===== src/rtl/paged_pc.sv =====
module paged_pc #(
  parameter int NIB_W = 4,
  parameter int NSTG  = 2,
  parameter int PG_W  = 8
) (
  input  logic                          clk,
  input  logic                          rst_n,
  input  logic                          inc_en,
  input  logic                          lo_ld,
  input  logic [NIB_W*NSTG-1:0]         lo_data,
  input  logic                          pg_ld,
  input  logic [PG_W-1:0]               pg_data,
  output logic [PG_W+NIB_W*NSTG-1:0]    fetch_addr,
  output logic                          wrap_pulse
);
  localparam int LO_W = NIB_W * NSTG;

  logic [NIB_W-1:0] nib_q [NSTG];
  logic [NSTG:0]    cy;
  logic [LO_W-1:0]  lo_q;
  logic [PG_W-1:0]  pg_q;
  logic             wrap_q;

  assign cy[0] = inc_en;

  for (genvar i = 0; i < NSTG; i++) begin : g_stage
    assign cy[i+1] = cy[i] & (&nib_q[i]);
    assign lo_q[i*NIB_W +: NIB_W] = nib_q[i];
    always_ff @(posedge clk or negedge rst_n)
      if (!rst_n)     nib_q[i] <= '0;
      else if (lo_ld) nib_q[i] <= lo_data[i*NIB_W +: NIB_W];
      else if (cy[i]) nib_q[i] <= nib_q[i] + {{(NIB_W-1){1'b0}}, 1'b1};
  end

  always_ff @(posedge clk or negedge rst_n)
    if (!rst_n)     pg_q <= '0;
    else if (pg_ld) pg_q <= pg_data;

  always_ff @(posedge clk or negedge rst_n)
    if (!rst_n) wrap_q <= 1'b0;
    else        wrap_q <= cy[NSTG] & ~lo_ld & ~pg_ld;

  assign fetch_addr = {pg_q, lo_q};
  assign wrap_pulse = wrap_q;

  AST_LO_LOAD: assert property (@(posedge clk) disable iff (!rst_n)
    lo_ld |=> fetch_addr[LO_W-1:0] == $past(lo_data));
  AST_LO_STEP: assert property (@(posedge clk) disable iff (!rst_n)
    (inc_en && !lo_ld) |=> fetch_addr[LO_W-1:0] == $past(fetch_addr[LO_W-1:0]) + 1'b1);
  AST_IDLE_HOLD: assert property (@(posedge clk) disable iff (!rst_n)
    (!inc_en && !lo_ld && !pg_ld) |=> $stable(fetch_addr));
  AST_PAGE_KEEP: assert property (@(posedge clk) disable iff (!rst_n)
    !pg_ld |=> $stable(fetch_addr[PG_W+LO_W-1:LO_W]));
  AST_PAGE_LOAD: assert property (@(posedge clk) disable iff (!rst_n)
    pg_ld |=> fetch_addr[PG_W+LO_W-1:LO_W] == $past(pg_data));
  AST_WRAP_AT_ZERO: assert property (@(posedge clk) disable iff (!rst_n)
    wrap_pulse |-> fetch_addr[LO_W-1:0] == '0);
  AST_WRAP_SINGLE: assert property (@(posedge clk) disable iff (!rst_n)
    wrap_pulse |=> !wrap_pulse);
endmodule


===== config.mk =====
export PLATFORM = sky130hd
export DESIGN_NAME = paged_pc
export DESIGN_NICKNAME = d
export VERILOG_FILES = /design/src/rtl/paged_pc.sv
export SDC_FILE = /design/constraint.sdc
export NUM_CORES = 1
export LEC_CHECK = 0
export BUFFER_PORTS_ARGS = -buffer_cell sky130_fd_sc_hd__buf_4
export CAP_MARGIN = 20
export CORE_MARGIN = 3
export CORE_UTILIZATION = 44
export CTS_CLUSTER_SIZE = 8
export DETAILED_ROUTE_END_ITERATION = 6
export PLACE_DENSITY = 0.83
export SYNTH_ARGS = -nofsm -noshare
export SYNTH_HDL_FRONTEND = slang
export SYNTH_SLANG_ARGS = --single-unit

===== constraint.sdc =====
create_clock -name clk -period 1.8 [get_ports clk]
set_clock_uncertainty 0.15 [all_clocks]
set_input_delay 0.18 -clock clk [delete_from_list [all_inputs] [get_ports clk]]
set_output_delay 0.18 -clock clk [all_outputs]
set_load 0.01 [all_outputs]

* After elaboration in Yosys (flattened, before gate mapping)
Cells that the tools add are included.
** Word-level totals
- Input port bits :: 21
- Flip-flop bits (word level) :: 17
- Output and inout bits :: 17
- Word-level logic and storage cells :: 20
** Operators by class
- Multiplexer cells :: 4
- $add $sub $neg :: 2
- Bitwise logic cells :: 6
- Reductions and logical operators :: 4
** Operators by type and width (number)
- $mux W4 :: 4
- $add A4 B1 Y4 const B :: 2
- $reduce_and A4 Y1 :: 2
- $and A1 B1 Y1 :: 4
- $reduce_bool A2 Y1 :: 2
- $not A1 Y1 :: 2

* Logic depth before layout (Yosys ltp)
- Depth after elaboration :: 5
- Mapped depth :: 4
- Gate-level depth less buffers :: 4

* Least setup slack after synthesis
Ideal clock, no wire load.
- Path kind :: register to register
- From :: register nib_q, in the netlist fetch_addr[0]
- To :: register nib_q, in the netlist fetch_addr[7]
- Library setup time :: 0.069 ns
- Setup slack :: 0.246 ns
- Path buffers :: 0
- Data required time :: 1.581 ns
- Period minus slack after synthesis :: 1.554 ns
- Cell stages (with the launch flop) :: 5
- Data arrival time :: 1.335 ns
- Path through :: dfrtp_1 ha_1 nand4_4 or4_1 nand3_1
** On the way
- Cells in the longest elaborated chain, start to end :: 3
** RTL lines
- from (decl) :: RTL line 18 : logic [NIB_W-1:0] nib_q [NSTG];
- from (signal, indexed assignment) :: RTL line 31 : else if (lo_ld) nib_q[i] <= lo_data[i*NIB_W +: NIB_W];
- from (signal, indexed assignment) :: RTL line 32 : else if (cy[i]) nib_q[i] <= nib_q[i] + {{(NIB_W-1){1'b0}}, 1'b1};
- $reduce_and A4 Y1 :: RTL line 27 : assign cy[i+1] = cy[i] & (&nib_q[i]);
- $and A1 B1 Y1 :: RTL line 27
- $reduce_bool A2 Y1 (no source line)
Every way passes these cells.
A chain may end at the register's enable or synchronous reset.

* Final worst setup path
Same ends and word-level chain as after synthesis.

==> flow_summary.json <==
{
  "crit_slowest_cell": "or4_1",
  "rows": 14,
  "dp.final_hpwl_um": 1160,
  "tritoncts.num_buffers": 3,
  "max_slew_margin": 0.799,
  "sequential_cell_area_um2": 425,
  "post_synth_edffs": 0,
  "pwr-share-comb": 0.260,
  "maximum_number_of_pins_on_one_net_before_global_route_repair": 20,
  "later_pin_clock_latency_in_the_skew_report_ns": 0.28,
  "outcome": "completed",
  "p_seq_frac": 0.519,
  "syn_inst": 64,
  "r2r_end": "fetch_addr[7]",
  "timing.critical_path.to_type": "flop",
  "worst_path_clk_slew_ns": 0.10,
  "gp_congestion": 0.716,
  "synth_nets": 87,
  "seq_area_frac_synth": 0.545,
  "synthesis.yosys.warnings": 0,
  "cp_cell_sequence": "ha_1 > nand4_4 > or4_1 > nand3_1",
  "top_level_i_o_count": 38,
  "syn_to_final_growth_pct": 63.8,
  "synth.lib_cells_used.distinct": 23,
  "power.share.switching": 0.266,
  "critPathLaunchType": "flop",
  "setup_tns_ns": 0,
  "arrival_time_worst_endpoint_ns": 1.67,
  "buffers_on_ports": 37,
  "cap_violations": 0,
  "post_cts_resized": 0,
  "fin_crit_sh": 0.894,
  "power_per_cell_area_nw_per_um2": 688,
  "syn_area_per_cell_um2": 12.2,
  "drtPass1Iterations": 4,
  "final_slew_viol_count": 0,
  "reg2reg_from": "fetch_addr[0]",
  "multi_input_area_um2": 339,
  "die_h_um": 48.1,
  "tritoncts": "built",
  "drt-wirelength-per-cell_um": 12.4,
  "synthTopCellsByArea": "dfrtp_1 (54%), mux2_2 (12%), o21ai_0 (4.5%)",
  "first_global_vias": 676,
  "r2r_slack_ns": 0.19,
  "initial_core_util": 0.490,
  "synth.ff_latch_count": 17,
  "critPathMaxStageDelay_ns": 0.50,
  "busiest_layer": "met2",
  "grt.total_usage": 0.169,
  "grt.met1_usage": 0.196,
  "grt.met2_usage": 0.311,
  "p_leak_nw": 0.602,
  "setup_repair_after_global_routing_missed_its_margin": "no",
  "avgViaCountPerCell": 4.87,
  "reg2reg_depth": 4,
  "clockBufferDepth": 2,
  "cts_max_level": 1,
  "core_area_um2": 1590,
  "synth_top_flop_cell": "dfrtp_1",
  "share_of_layout_cells_above_drive_strength_1": 0.417,
  "setup_viol_count_final": 0,
  "layout_min_cycle_time_ns": 1.61,
  "drtIter0Drc": 6,
  "grt_util_met3": 0.0332,
  "die-area_um2": 2320,
  "global_route_wire_length_before_repair_um": 2700,
  "criticalPathCategory": "flop to flop",
  "crit_path_start": "fetch_addr[0]",
  "cp_max_fo": 5,
  "postSynth.asyncResetShare": 1.00,
  "internal_power_w": 0.000646,
  "worstSetupEndpoint": "fetch_addr[7]",
  "power.ir.vdd_worst_mv": 0.424,
  "antenna_found_initial": 0,
  "design_power_total_w": 0.000879,
  "min-delay-path-class": "primary input to flop",
  "biggest_area_consumer_among_synthesized_cells": "dfrtp_1",
  "max_clock_freq_ghz": 0.622,
  "design.final.nets": 144,
  "fillers": 98,
  "cts_sinks": 17,
  "synthDominantCellAreaShare": 0.545,
  "die_w_um": 48.1,
  "cts.root.buffer_cell": "clkbuf_4",
  "finalHoldViolations": 0,
  "final_antenna_violating_net_count": 0,
  "finalCoreUtilization": 0.802,
  "antenna-diode-count": 0,
  "worst-endpoint-required_ns": 1.87,
  "drt_drc_violations_left": 0,
  "globalRouteOverflowTotal": 0,
  "tightestPinTransition_ns": 0.298,
  "power_switching_w": 0.000234,
  "dr_total_vias": 701,
  "power_frac_clock": 0.220,
  "synth_area_um2": 781,
  "postRouteWirelength_um": 1790
}
cell usage after synthesis, types with 2 or more instances:
library cell  instances
ha_1                  2
dfrtp_1              17
nand2_1               8
nand3_1               2
mux2i_1               2
o21ai_0               7
xor2_1                2
mux2_2                8
xnor2_1               2
placed cells by master (no fill, tap or decap), types with 2 or more instances in the layout:
master	instances
nand2_1	8
o21ai_0	7
buf_4	37
clkbuf_4	3
ha_1	2
mux2_2	8
dlygate4sd3_1	18
xor2_1	2
xnor2_1	2
dfrtp_1	17
nand3_1	2
mux2i_1	2
timing repair:
action	4_1_cts	5_1_grt
setup buffers	0	0
hold buffers	18	0
endpoints found under the hold margin	34	0
setup endpoints to repair	0	0
worst min-delay path by stage:
stage,startpoint,endpoint,depth (start not counted)
floorplan,rst_n,fetch_addr[0],0
global placement,rst_n,pg_q[2],1
detailed placement,rst_n,wrap_pulse,1
CTS,lo_ld,fetch_addr[5],2
global route,lo_ld,fetch_addr[5],2
finish,lo_ld,fetch_addr[3],2
power by group through the flow:
| stage | sequential [W] | clock [W] | combinational (W) |
|---|---|---|---|
| after floorplan | 0.000476 | 0 | 0.0000700 |
| after global placement | 0.000459 | 0 | 0.000196 |
| after detailed placement | 0.000463 | 0 | 0.000198 |
| after CTS | 0.000455 | 0.000201 | 0.000229 |
| after global routing | 0.000461 | 0.000224 | 0.000252 |
| final | 0.000457 | 0.000194 | 0.000229 |
state kept, by name, summed over array words and instances, names as in the netlist:
signal / flops
fetch_addr: 8
wrap_pulse: 1
pg_q: 8
area by class of cell:
cell class,count,share of cell area
clock buffers,4,0.0205
repair buffers,55,0.358
flip-flops and latches,17,0.333
multi-input cells,44,0.265
well taps,24,0.0235
per-layer routing:
layer	vias up	part of all wire
met5	-	0
met1	326	0.44
met3	2	0.067
met4	0	0.0050
met2	31	0.49
li1	342	-
through the flow:
step / hold slack (ns) / worst slack, ns / area [um2] / std cells
final: 0.0737 / 0.192 / 1280 / 144
after global placement: -0.0986 / 0.275 / 1070 / 122
after floorplan: -0.266 / 0.246 / 781 / 64
after global routing: 0.0843 / 0.124 / 1280 / 144
after detailed placement: -0.0974 / 0.215 / 1070 / 122
after CTS: 0.0672 / 0.180 / 1280 / 144
critical path: cells and delay by family (launching register included):
family                     cells  cell delay, ns
adders and majority gates      1            0.25
and+or+nand+nor                3            0.73
DFF                            1            0.42
cell families (layout without fill, tap and decap cells):
logic type	count (synthesis)	after routing	share of synthesized area
AND/OR/NAND/NOR	19	19	0.154
adder cells (fa/ha/maj)	2	2	0.0320
AO/OA/AOI/OAI	9	9	0.0625
XOR/XNOR	4	4	0.0449
flip-flops	17	17	0.545
buffers and inverters	3	59	0.0208
multiplexers	10	10	0.141
Note: power is estimated with default switching activity, not from simulation.
